`config.mk`:
```
export PLATFORM = sky130hd
export DESIGN_NAME = dma_irq_agg
export DESIGN_NICKNAME = d
export VERILOG_FILES = /design/src/rtl/dma_irq_pkg.sv /design/src/rtl/dma_irq_type_bank.sv /design/src/rtl/dma_irq_combine.sv /design/src/rtl/dma_irq_agg.sv
export SDC_FILE = /design/constraint.sdc
export NUM_CORES = 1
export LEC_CHECK = 0
export ABC_AREA = 1
export BUFFER_PORTS_ARGS = -buffer_cell sky130_fd_sc_hd__buf_2
export CORE_ASPECT_RATIO = 0.5
export CORE_MARGIN = 4
export CORE_UTILIZATION = 48
export CTS_BUF_LIST = sky130_fd_sc_hd__clkbuf_8
export DETAILED_ROUTE_END_ITERATION = 12
export GPL_TIMING_DRIVEN = 0
export HOLD_SLACK_MARGIN = 0.02
export PLACE_DENSITY = 0.72
export RECOVER_POWER = 25
export SYNTH_ARGS = -nofsm -noshare
export SYNTH_HDL_FRONTEND = slang
export SYNTH_SLANG_ARGS = --single-unit
```
`constraint.sdc`:
```
create_clock -name clk -period 3.07 [get_ports clk]
set_input_delay 0.614 -clock clk [delete_from_list [all_inputs] [get_ports clk]]
set_output_delay 0.614 -clock clk [all_outputs]
set_load 0.005 [all_outputs]
```
`src/rtl/dma_irq_pkg.sv`:
```
package dma_irq_pkg;
    localparam int NCH    = 5;
    localparam int NTYPE  = 5;
    localparam int DW     = 16;
    localparam int AW     = 5;
    localparam int WE_LSB = 8;

    typedef enum logic [1:0] {
        KIND_RAW  = 2'd0,
        KIND_MASK = 2'd1,
        KIND_STAT = 2'd2,
        KIND_CLR  = 2'd3
    } reg_kind_e;
endpackage

```
`src/rtl/dma_irq_type_bank.sv`:
```
module dma_irq_type_bank #(
    parameter int NCH = 5
) (
    input  logic           clk,
    input  logic           rst_n,
    input  logic [NCH-1:0] evt_i,
    input  logic           raw_wr_i,
    input  logic           mask_wr_i,
    input  logic           clr_wr_i,
    input  logic [NCH-1:0] wval_i,
    input  logic [NCH-1:0] wen_i,
    output logic [NCH-1:0] raw_o,
    output logic [NCH-1:0] mask_o,
    output logic [NCH-1:0] status_o
);
    typedef struct packed {
        logic [NCH-1:0] raw;
        logic [NCH-1:0] mask;
    } bank_t;

    bank_t st_d, st_q;

    always_comb begin
        st_d = st_q;
        if (raw_wr_i) begin
            st_d.raw = wval_i;
        end
        if (clr_wr_i) begin
            st_d.raw = st_d.raw & ~wval_i;
        end
        // a pulse always lands, even against a clear in the same cycle
        st_d.raw = st_d.raw | evt_i;
        if (mask_wr_i) begin
            st_d.mask = (st_q.mask & ~wen_i) | (wval_i & wen_i);
        end
    end

    always_ff @(posedge clk or negedge rst_n) begin
        if (!rst_n) begin
            st_q <= '0;
        end else begin
            st_q <= st_d;
        end
    end

    assign raw_o    = st_q.raw;
    assign mask_o   = st_q.mask;
    assign status_o = st_q.raw & st_q.mask;


    evt_sets_raw_chk: assert property (@(posedge clk) disable iff (!rst_n)
        (|evt_i) |=> ((raw_o & $past(evt_i)) == $past(evt_i)));


    mask_idle_chk: assert property (@(posedge clk) disable iff (!rst_n)
        (!mask_wr_i) |=> (mask_o == $past(mask_o)));


    mask_we_chk: assert property (@(posedge clk) disable iff (!rst_n)
        mask_wr_i |=> (((mask_o ^ $past(mask_o)) & ~$past(wen_i)) == '0));


    clr_chk: assert property (@(posedge clk) disable iff (!rst_n)
        clr_wr_i |=> ((raw_o & $past(wval_i & ~evt_i)) == '0));


    raw_load_chk: assert property (@(posedge clk) disable iff (!rst_n)
        raw_wr_i |=> ((raw_o & ~$past(evt_i)) == ($past(wval_i) & ~$past(evt_i))));
endmodule

```
`src/rtl/dma_irq_combine.sv`:
```
module dma_irq_combine #(
    parameter int NCH   = 5,
    parameter int NTYPE = 5
) (
    input  logic                 clk,
    input  logic                 rst_n,
    input  logic [NTYPE*NCH-1:0] status_i,
    input  logic [NCH-1:0]       ch_en_i,
    output logic [NTYPE-1:0]     summary_o,
    output logic                 irq_o
);
    typedef struct packed {
        logic irq;
    } comb_t;

    comb_t          st_d, st_q;
    logic [NCH-1:0] any_per_ch;

    always_comb begin
        any_per_ch = '0;
        summary_o  = '0;
        for (int t = 0; t < NTYPE; t++) begin
            summary_o[t] = |status_i[t*NCH +: NCH];
            any_per_ch   = any_per_ch | status_i[t*NCH +: NCH];
        end
        st_d.irq = |(any_per_ch & ch_en_i);
    end

    always_ff @(posedge clk or negedge rst_n) begin
        if (!rst_n) begin
            st_q <= '0;
        end else begin
            st_q <= st_d;
        end
    end

    assign irq_o = st_q.irq;


    irq_quiet_chk: assert property (@(posedge clk) disable iff (!rst_n)
        (status_i == '0) |=> !irq_o);
endmodule

```
`src/rtl/dma_irq_agg.sv`:
```
module dma_irq_agg
    import dma_irq_pkg::*;
#(
    parameter int NCH_P   = NCH,
    parameter int NTYPE_P = NTYPE,
    parameter int DW_P    = DW,
    parameter int AW_P    = AW,
    parameter int WEL_P   = WE_LSB
) (
    input  logic                     clk,
    input  logic                     rst_n,
    input  logic [NTYPE_P*NCH_P-1:0] evt_i,
    input  logic [NCH_P-1:0]         ch_int_en_i,
    input  logic                     wr_en_i,
    input  logic [AW_P-1:0]          wr_addr_i,
    input  logic [DW_P-1:0]          wr_data_i,
    input  logic [AW_P-1:0]          rd_addr_i,
    output logic [DW_P-1:0]          rd_data_o,
    output logic                     irq_o
);
    localparam int TSEL_W = AW_P - 2;
    localparam logic [TSEL_W-1:0] SUM_SEL = '1;

    logic [1:0]        wr_kind, rd_kind;
    logic [TSEL_W-1:0] wr_sel, rd_sel;
    logic [NCH_P-1:0]  raw_arr  [NTYPE_P];
    logic [NCH_P-1:0]  mask_arr [NTYPE_P];
    logic [NTYPE_P*NCH_P-1:0] status_flat;
    logic [NTYPE_P-1:0] summary;
    logic wr_data_unused;

    assign wr_kind = wr_addr_i[AW_P-1 -: 2];
    assign wr_sel  = wr_addr_i[TSEL_W-1:0];
    assign rd_kind = rd_addr_i[AW_P-1 -: 2];
    assign rd_sel  = rd_addr_i[TSEL_W-1:0];
    assign wr_data_unused = ^wr_data_i;

    for (genvar t = 0; t < NTYPE_P; t++) begin : g_bank
        logic hit;
        assign hit = wr_en_i && (wr_sel == TSEL_W'(t));
        dma_irq_type_bank #(.NCH(NCH_P)) u_bank (
            .clk      (clk),
            .rst_n    (rst_n),
            .evt_i    (evt_i[t*NCH_P +: NCH_P]),
            .raw_wr_i (hit && (wr_kind == KIND_RAW)),
            .mask_wr_i(hit && (wr_kind == KIND_MASK)),
            .clr_wr_i (hit && (wr_kind == KIND_CLR)),
            .wval_i   (wr_data_i[NCH_P-1:0]),
            .wen_i    (wr_data_i[WEL_P +: NCH_P]),
            .raw_o    (raw_arr[t]),
            .mask_o   (mask_arr[t]),
            .status_o (status_flat[t*NCH_P +: NCH_P])
        );
    end

    dma_irq_combine #(.NCH(NCH_P), .NTYPE(NTYPE_P)) u_combine (
        .clk      (clk),
        .rst_n    (rst_n),
        .status_i (status_flat),
        .ch_en_i  (ch_int_en_i),
        .summary_o(summary),
        .irq_o    (irq_o)
    );

    always_comb begin
        rd_data_o = '0;
        if (rd_sel < TSEL_W'(NTYPE_P)) begin
            case (rd_kind)
                KIND_RAW:  rd_data_o[NCH_P-1:0] = raw_arr[rd_sel];
                KIND_MASK: rd_data_o[NCH_P-1:0] = mask_arr[rd_sel];
                KIND_STAT: rd_data_o[NCH_P-1:0] = raw_arr[rd_sel] & mask_arr[rd_sel];
                default:   rd_data_o = '0;
            endcase
        end else if (rd_kind == KIND_STAT && rd_sel == SUM_SEL) begin
            rd_data_o[NTYPE_P-1:0] = summary;
        end
    end


    summary_clear_chk: assert property (@(posedge clk) disable iff (!rst_n)
        (status_flat == '0) |-> (summary == '0));
endmodule

```
==> results of run 1 <==
-- cell families (layout without fill, tap and decap cells) --
| logic type | count (synthesis) | after routing | share of synthesized area (%) |
|---|---|---|---|
| buf+inv | 103 | 168 | 12.9 |
| compound gates | 72 | 72 | 11.0 |
| other cells | 1 | 11 | 0.111 |
| simple gates | 310 | 310 | 38.2 |
| flops | 51 | 51 | 37.8 |
-- critical path, stage by stage --
cell	delay, ns
buf_2	0.09
clkbuf_1	0.40
nand3_1	0.22
nand3_1	0.14
nand2_1	0.06
nand3_1	0.08
nand2_1	0.07
buf_2	0.13
-- layout by cell type, fill, tap and decap left out --
cell	n
inv_2	5
clkbuf_8	5
clkbuf_1	8
inv_1	77
nand2_1	219
dfrtp_1	51
o21bai_1	5
buf_2	58
nand3_1	56
buf_4	11
o21ai_1	3
a21oi_1	12
clkinv_2	2
o21ai_0	52
nor2_1	25
nor4_2	1
nand2_2	1
nor3_1	2
nand4_1	4
nor2_2	2
clkinv_1	1
conb_1	11
inv_6	1
-- worst paths after layout --
path | to | slack [ns]
min | g_bank[2].u_bank.raw_o[4] | 0.46
max | rd_data_o[0] | 0.65
max reg2reg | u_combine.irq_o | 1.86
min reg2reg | flop | 0.54
max in group asynchronous | async pin | 1.83
min in group asynchronous | g_bank[4].u_bank.raw_o[1] | 0.50
-- through the flow --
stage	instances	utilization, %
after detailed placement	696	56.5
after global routing	704	57.3
after floorplan	547	-
after global placement	696	56.5
after CTS	704	57.8
final	704	57.3
-- layer usage --
metal	track usage [%]	vias up
met1	42.5	1591
met4	4.14	0
li1	-	1789
met2	36.6	145
met3	8.69	7
met5	0	-
-- cell type report --
class | count | share of cell area (%)
repair buffers | 57 | 7.24
flip-flops and latches | 51 | 33.0
inverters | 83 | 8.05
plain buffers | 20 | 3.17
clock buffers | 5 | 1.78
clock inverters | 3 | 0.485
multi-input cells | 393 | 43.3
well taps | 92 | 2.97
-- synth_stat cells (all sizes together) --
cell type	n	area [µm²]
nor4	1	12.5
conb	1	3.75
dfrtp	51	1280
inv	83	312
o21bai	5	37.5
nand4	4	25.0
o21ai	55	275
nor2	27	119
nand2	220	828
buf	16	108
nand3	56	285
nor3	2	20.0
clkbuf	4	15.0
a21oi	12	60.1
-- where the power goes --
| group | internal, mW | leakage (nW) | total, mW | switching [mW] |
|---|---|---|---|---|
| clock network | 0.161 | 0.0483 | 0.405 | 0.244 |
| logic | 0.132 | 1.62 | 0.375 | 0.244 |
| registers | 0.735 | 0.548 | 0.792 | 0.0571 |
==> summary.md, run 1 <==
| Metric | Value |
|---|---|
| Run status | complete, no violations |
| Uppermost routed layer | met4 |
| Post-route minimum period | 2.42 ns |
| Antenna violations before repair | 0 |
| Die height | 67.3 µm |
| Layout fillers | 736 |
| Final worst slack | 0.652 ns |
| Post-Route M1 WL | 5530 µm |
| Final hold vios | 0 |
| Crit-path max FO | 10 |
| Antenna diodes | 0 |
| P&R area growth vs syn | 14.6% |
| Global Route Usage Sum | 27.2% |
| Antenna viol nets, final | 0 |
| Met3 WL | 1300 µm |
| TNS Setup | 0 ns |
| Mapped Cells | 537 |
| Finished Cell Area | 3870 µm² |
| Mapped Avg Cell Area | 6.29 µm² |
| Post-Syn Area | 3380 µm² |
| Rel. slew slack | 22.3% |
| Register Area | 1280 µm² |
| First-pass GRT wire length | 17300 µm |
| # resized after CTS | 0 |
| Leak | 2.22 nW |
| TritonCTS clock tree | built |
| Starting Density | 50.0% |
| Ports | 76 |
| Power per cell area | 406 nW/µm² |
| Port Buffers | 57 |
| Bufs on Longest Clock Path | 2 |
| Vias after detailed routing | 3532 |
| CP required | 2.46 ns |
| Drt first pass iters | 5 |
| Crit share post-route | 78.8% |
| Num CTS Buffers | 5 |
| WL/cell | 15.8 µm |
| Post-DP HPWL | 8810 µm |
| Total power draw | 1.57 mW |
| Seq/Total Area, Yosys | 37.8% |
| Cell Rows | 21 |
| Synth Register Bits | 51 |
| Maximum clock frequency | 414 MHz |
| Hold path startpoint | evt_i[14] |
| Vias in the first global route | 3109 |
| Final Skew | 0.0106 ns |
| Final max-slew violation count | 0 |
| Worst Reg-to-Reg Cells | 6 |
| Fraction of layout cells with a size suffix above 1 | 14.1% |
| Post-Route WL | 11100 µm |
| CP startpoint | rd_addr_i[1] |
| GRT overflow | 0 |
| RSZ-0062 raised after global routing | no |
| # Max-Cap Violations | 0 |
| Critical path class | in2out |
| GPL Wtd Cong | 1.01 |
| DP Area | 3810 µm² |
| Distinct cell type count after synthesis | 21 |
| Core ar. | 6750 µm² |
| Hold buffer count at cts | 0 |
| Startpoint Class | primary input |
| Maximum vdd drop | 0.162 mV |
| DRC errors left | 0 |
| Worst skew pair latency | 0.32 ns |
| Pre-CTS WS | 0.681 ns |
| Number of H-tree levels | 2 |
| Crit end category | primary output |
| Largest net degree at the start of global routing | 52 |
| Synth warnings | 0 |
| Nets | 670 |
| Hold/Removal Path Class | in2reg |
| Area occupied by multi-input gates | 1680 µm² |
| DIE AREA | 8520 µm² |
| Root buffer cell | clkbuf_8 |
| Length of routed met2 wiring | 4240 µm |
| Measured slew at the worst slew-check pin | 1.17 ns |
| TritonCTS Sinks | 51 |
| Hold slack | 0.461 ns |
| Setup violators final | 0 |
| Clock-pin transition on the worst setup and hold timing paths | 0.10 ns |
| WHS Path Cells | 3 |
| Die Wd | 127 µm |
| Crit path DAT | 1.80 ns |
| Vias per cell | 5.02 |
| DR iter-0 viols | 380 |
| Postcts setup bufs | 0 |
No activity file was read; power rests on OpenSTA's default activity.
==> inputs of run 2 (changes only) <==
Settings changed: ABC_AREA 1 to 0, PLACE_DENSITY 0.72 to 0.75.
Clock period 3.07 ns to 2 ns, I/O delays scaled along.
==> run 2 against run 1 <==
Effect of this change: the flow now finishes with violations (negative setup slack); register-to-register slack lost 1.6 ns; total power grew 59%; critical path depth shrank 3; highest routed layer unchanged; largest power group unchanged; clock-buffer cell count is the same; wire length shrank 3.1%; critical endpoint unchanged; die area shrank 3.4%; combinational power grew 88%.
==> summary.md, run 2 <==
| Metric | Value |
|---|---|
| Antenna violations before repair | 0 (unchanged) |
| Layout Cells excl Fill | 528 (-25%) |
| P&R area growth vs syn | 23.2% |
| Antenna diodes | 0 (unchanged) |
| Post-DP HPWL | 7820 µm (-11%) |
| Register Area | 1280 µm² (+0.39%) |
| Power per cell area | 622 nW/µm² (+53%) |
| DIE AREA | 8240 µm² (-3.4%) |
| Cells along the critical path | mux4_2 -> nor2b_1 -> a211oi_1 -> o32ai_1 -> buf_2 |
| Ports | 76 (unchanged) |
| Synth area leaders | dfrtp_1, nand2_1, mux2_2 |
| Nets | 498 (-26%) |
| Die height | 66.2 µm (-1.6%) |
| Crit-path max FO | 4 (-6) |
| Hold buffer count at cts | 0 (unchanged) |
| Rel. slew slack | 10.9% (-11 points) |
| First-pass GRT wire length | 16200 µm (-6.5%) |
| Crit share post-route | 110% |
| Largest net degree at the start of global routing | 52 (unchanged) |
| Vias in the first global route | 3189 (+2.6%) |
| Placed Cells | 499 (-28%) |
| Mapped Avg Cell Area | 9.45 µm² (+50%) |
| Post-Syn Area | 3250 µm² (-3.7%) |
| Worst skew pair latency | 0.30 ns (-0.02 ns) |
| Top FF cell, synth | dfrtp_1 |
| Number of H-tree levels | 2 (unchanged) |
| Bufs on Longest Clock Path | 2 (unchanged) |
| DR iter-0 viols | 423 (+11%) |
| Leading area contributor after synthesis | dfrtp_1 |
| Crit end category | primary output |
| Mapped Cells | 344 (-36%) |
| Die Wd | 124 µm (-1.8%) |
| Most frequent cell after synthesis | nand2_1 |
| Clock-pin transition on the worst setup and hold timing paths | 0.10 ns (about the same) |
| Finished Cell Area | 4010 µm² (+3.6%) |
| Final worst slack | -0.195 ns (-0.847 ns) |
| Most frequent cells in the layout | nand2_1, buf_2, dfrtp_1, buf_4 |
| DP Area | 3680 µm² (-3.4%) |
| Leak | 1.67 nW (-25%) |
| Post-synth top cells | nand2_1, dfrtp_1, a21o_1, o21ai_0, o22a_1 |
| Synth Register Bits | 51 (unchanged) |
| Layout fillers | 543 (-26%) |
| Maximum clock frequency | 456 MHz |
| Synth warnings | 0 (unchanged) |
| Final max-slew violation count | 0 (unchanged) |
| Core ar. | 6310 µm² (-6.6%) |
| Final Skew | 0.00597 ns (-0.00462 ns) |
| Run status | finished, violations left |
| Async SR Flop Fraction | 100% (unchanged) |
| Failing checks | negative setup slack |
| Pre-CTS WS | -0.312 ns (-0.993 ns) |
| Distinct cell type count after synthesis | 33 (+57%) |
| Cell Rows | 20 (-4.8%) |
| TritonCTS clock tree | built |
| Global Route Usage Sum | 25.4% (-1.9 points) |
| Measured slew at the worst slew-check pin | 1.34 ns (+0.171 ns) |
| Post-Route WL | 10800 µm (-3.1%) |
| Startpoint Class | flop |
| Final core occ | 63.6% (+6.2 points) |
| Area occupied by multi-input gates | 1940 µm² (+16%) |
| Crit path DAT | 1.79 ns (about the same) |
| EDFF count, synth | 0 (unchanged) |
| Antenna viol nets, final | 0 (unchanged) |
| Vias after detailed routing | 3322 (-5.9%) |
| Starting Density | 51.6% (+1.6 points) |
| TritonCTS Sinks | 51 (unchanged) |
| Hold/Removal Path Class | in2reg |
| Final hold vios | 0 (unchanged) |
| Root buffer cell | clkbuf_8 |
| Drt first pass iters | 7 (+2) |
| Fraction of layout cells with a size suffix above 1 | 32.3% (+18 points) |
| Slowest cell on crit path | mux4_2 |
| Setup violators final | 5 (+5) |
| GRT overflow | 0 (unchanged) |
| RSZ-0062 raised after global routing | yes |
| CP required | 1.60 ns (-0.86 ns) |
| Slowest stage delay, CP | 0.47 ns (+0.07 ns) |
| Most common cell after layout, fill and taps aside | nand2_1 |
| Hold path startpoint | evt_i[19] |
| Worst Path Buf+Inv | 1 (-2) |
| Post-route minimum period | 2.19 ns |
| Num CTS Buffers | 5 (unchanged) |
| Critical path class | reg2out |
| Delay-heaviest family, CP | multiplexers |
| Vias per cell | 6.29 (+25%) |
| Synth top area share | 39.2% (+1.5 points) |
| # Max-Cap Violations | 0 (unchanged) |
| WL/cell | 20.4 µm (+29%) |
| Seq/Total Area, Yosys | 39.2% (+1.5 points) |
| GPL Wtd Cong | 1.01 (+0.22%) |
| Maximum vdd drop | 0.273 mV (+68%) |
| DRC errors left | 0 (unchanged) |
| Port Buffers | 57 (unchanged) |
==> run 2: cell count changes in the layout (fill, tap and decap cells not counted), moves of 20 or more <==
cell     delta
nand2_1   -145
buf_4      +22
nand3_1    -55
a21o_1     +25
inv_1      -75
o21ai_0    -27
mux2_2     +20
o22a_1     +25
==> run 2: metal layers <==
layer  track usage (%)  share of wire (%)
met1              32.8                 41
met2              40.1                 42
met3              10.3                 15
met4              6.01                1.8
met5                 0                  0
==> run 2: area by class of cell <==
| cell class | count | share of cell area (%) |
|---|---|---|
| Clock inverter | 3 | 0.312 |
| Clock buffer | 5 | 1.72 |
| Buffer | 25 | 3.78 |
| Multi-Input combinational cell | 278 | 48.5 |
| Tap cell | 88 | 2.75 |
| Timing Repair Buffer | 78 | 11.0 |
| Sequential cell | 51 | 32.0 |
==> run 2: timing repair <==
action | 4_1_cts | 5_1_grt
setup buffers | 15 | 6
pin swaps | 2 | 4
endpoints found under the setup margin | 5 | 5
resized for setup | 2 | 26
==> run 2: kinds of logic after synthesis <==
family	after synthesis	share of synthesized area, %
AOI/OAI and AO/OA	103	23.4
buffers and inverters	25	4.39
DFF	51	39.2
muxes	40	15.2
other	1	0.115
and+or+nand+nor	124	17.7
==> run 2: metrics by stage <==
stage | total power, mW | TNS [ns] | hold slack [ns]
3_5_place_dp | 1.78 | -1.27 | 0.519
3_3_place_gp | 1.76 | -1.21 | 0.510
2_1_floorplan | 1.56 | 0 | 0.104
4_1_cts | 2.41 | -0.749 | 0.266
6_report | 2.49 | -0.844 | 0.266
5_1_grt | 2.60 | -1.10 | 0.266
==> run 2: worst paths after layout <==
path,endpoint,slack [ns],cells past startpoint
max in group asynchronous,g_bank[3].u_bank.raw_o[4],0.73,1
min in group asynchronous,g_bank[1].u_bank.raw_o[2],0.38,1
worst min-delay path,g_bank[3].u_bank.raw_o[4],0.27,2
worst max register to register,u_combine.irq_o,0.31,5
worst min register to register,flop,0.56,1
worst max-delay path,rd_data_o[0],-0.19,5
==> run 2: power breakdown <==
group | total (mW) | internal [mW] | switching, mW
Sequential | 1.20 | 1.12 | 0.0851
Clock | 0.584 | 0.237 | 0.347
Combinational | 0.706 | 0.362 | 0.344
==> inputs of run 3 (changes only) <==
Settings changed: CELL_PAD_IN_SITES_DETAIL_PLACEMENT set to 0, CELL_PAD_IN_SITES_GLOBAL_PLACEMENT set to 1, CORE_UTILIZATION 48 to 38, PLACE_DENSITY 0.75 to not set, PLACE_DENSITY_LB_ADDON set to 0.1.
==> run 3 against run 2 <==
Effect of this change: cell area up 0.19%; die area up 24%; non-clock buffer count down 3; sequential share of layout area down 0.18 points; largest power group unchanged; register-to-register slack better by 0.05 ns; maximum frequency up 0.42%; setup slack better by 0.0093 ns; critical path depth unchanged; first-iteration DRC count down 13%; the run still ends with negative setup slack left.
==> summary.md, run 3 (same netlist as run 2, synthesis figures left out) <==
| Metric | Value |
|---|---|
| P&R area growth vs syn | 23.5% |
| # Max-Cap Violations | 0 (unchanged) |
| Cell Rows | 23 (+15%) |
| Root buffer cell | clkbuf_8 |
| Hold slack | 0.249 ns (-0.0171 ns) |
| First-pass GRT wire length | 17400 µm (+7.5%) |
| Most frequent cells in the layout | nand2_1, buf_2, dfrtp_1, buf_4 |
| Hold/Removal Path Class | in2reg |
| Crit share post-route | 109% (-0.46 points) |
| RSZ-0062 raised after global routing | yes |
| Startpoint Class | flop |
| Critical path class | reg2out |
| Die height | 73.4 µm (+11%) |
| Ports | 76 (unchanged) |
| Cells along the critical path | mux4_2 -> nor2b_4 -> a211oi_2 -> o32ai_2 -> buf_2 |
| CP required | 1.60 ns (about the same) |
| Measured slew at the worst slew-check pin | 1.33 ns (-0.00867 ns) |
| GPL Wtd Cong | 0.882 (-13%) |
| Number of H-tree levels | 2 (unchanged) |
| Crit end category | primary output |
| DP Area | 3710 µm² (+0.81%) |
| GRT overflow | 0 (unchanged) |
| Post-route minimum period | 2.19 ns (-0.00926 ns) |
| Crit path DAT | 1.79 ns (about the same) |
| Global Route Usage Sum | 22.5% (-2.9 points) |
| Power per cell area | 654 nW/µm² (+5.1%) |
| TritonCTS Sinks | 51 (unchanged) |
| Worst Path Buf+Inv | 1 (unchanged) |
| Maximum clock frequency | 458 MHz (+0.42%) |
| Worst skew pair latency | 0.32 ns (+0.02 ns) |
| TNS Setup | -0.801 ns (+0.0430 ns) |
| Final hold vios | 0 (unchanged) |
| Largest net degree at the start of global routing | 52 (unchanged) |
| Post-Route WL | 11300 µm (+4.7%) |
| Final Skew | 0.00262 ns (-0.00336 ns) |
| Register Area | 1280 µm² (-0.39%) |
| Nets | 495 (-0.60%) |
| DRC errors left | 0 (unchanged) |
| Total power draw | 2.63 mW (+5.3%) |
| Area occupied by multi-input gates | 1920 µm² (-0.90%) |
| TritonCTS clock tree | built |
| Slowest stage delay, CP | 0.48 ns (about the same) |
| Crit-path max FO | 2 (-2) |
| Antenna violations before repair | 0 (unchanged) |
| Core ar. | 8170 µm² (+30%) |
| Leak | 1.66 nW (-0.69%) |
| Drt first pass iters | 5 (-2) |
| Slowest cell on crit path | mux4_2 |
| Vias per cell | 5.84 (-7.2%) |
| Most common cell after layout, fill and taps aside | nand2_1 |
| Setup crit end | rd_data_o[2] |
| DR iter-0 viols | 370 (-13%) |
| Bufs on Longest Clock Path | 2 (unchanged) |
| Terminus of the critical flop-to-flop path | u_combine.irq_o |
| Maximum vdd drop | 0.272 mV (-0.28%) |
| Vias after detailed routing | 3200 (-3.7%) |
| Hold path startpoint | evt_i[1] |
| Worst Reg-to-Reg Cells | 5 (unchanged) |
| Run status | finished, violations left |
| Delay-heaviest family, CP | multiplexers |
| WHS Path Cells | 2 (unchanged) |
| Antenna diodes | 0 (unchanged) |
| Hold buffer count at cts | 0 (unchanged) |
| Setup violators final | 5 (unchanged) |
| Final worst slack | -0.185 ns (+0.00926 ns) |
| Final core occ | 49.1% (-14 points) |
| WL/cell | 20.6 µm (+0.83%) |
| Vias in the first global route | 3179 (-0.31%) |
| Clock-pin transition on the worst setup and hold timing paths | 0.10 ns (about the same) |
| Fraction of layout cells with a size suffix above 1 | 30.7% (-1.5 points) |
| Num CTS Buffers | 5 (unchanged) |
| Failing checks | negative setup slack |
| Port Buffers | 57 (unchanged) |
| Final max-slew violation count | 0 (unchanged) |
| Die Wd | 139 µm (+12%) |
| DIE AREA | 10200 µm² (+24%) |
| Antenna viol nets, final | 0 (unchanged) |
| Rel. slew slack | 11.5% (+0.58 points) |
| Layout fillers | 795 (+46%) |
| Reg2Reg Setup Slack | 0.36 ns (+0.05 ns) |
| Post-DP HPWL | 8420 µm (+7.7%) |
| Finished Cell Area | 4020 µm² (+0.19%) |
| Starting Density | 39.8% (-12 points) |
| Worst path depth | 5 (unchanged) |
==> run 3: changes by cell type in the layout (fill, tap and decap cells not counted), sizes merged <==
cell / before / now
clkbuf: 15 / 14
clkinv: 1 / 0
bufinv: 0 / 1
inv: 2 / 1
buf: 93 / 91
==> run 3: worst min path at each step <==
stage	endpoint	slack (ns)
floorplan	async pin	0.10
global placement	flop	0.51
detailed placement	flop	0.52
CTS	g_bank[3].u_bank.raw_o[4]	0.24
global route	g_bank[0].u_bank.raw_o[1]	0.24
finish	g_bank[0].u_bank.raw_o[1]	0.25
==> run 3: what timing repair did <==
action,in CTS,in global routing
setup endpoints to repair,5,5
gates resized for setup,14,3
pin swaps,1,0
buffers inserted,17,1
==> run 3: per-stage QoR <==
step                      instances  setup slack [ns]
after global placement          523            -0.350
after CTS                       547            -0.185
after global routing            548            -0.233
final                           548            -0.185
after detailed placement        523            -0.320
after floorplan                 354            0.0520
==> run 3: where the power goes <==
group	total (mW)	leakage, nW	switching [mW]	internal (mW)
registers	1.20	0.565	0.0806	1.12
logic	0.691	1.04	0.340	0.351
clock network	0.737	0.0554	0.374	0.363
==> run 3: final cells by class <==
| type | count | area share, % |
|---|---|---|
| multi-input cells | 278 | 47.9 |
| clock buffers | 5 | 1.71 |
| well taps | 112 | 3.49 |
| repair buffers | 75 | 10.5 |
| plain buffers | 25 | 3.77 |
| clock inverters | 2 | 0.841 |
| flip-flops and latches | 51 | 31.8 |
==> run 3: layer usage <==
metal | wire [µm] | part of all wire, % | up-vias | GRT usage (%)
met4 | 116 | 1.0 | 0 | 4.56
met5 | 0 | 0 | - | 0
met3 | 1070 | 9.5 | 16 | 5.79
met2 | 4720 | 42 | 153 | 34.0
met1 | 5380 | 48 | 1575 | 32.9
li1 | - | - | 1456 | -
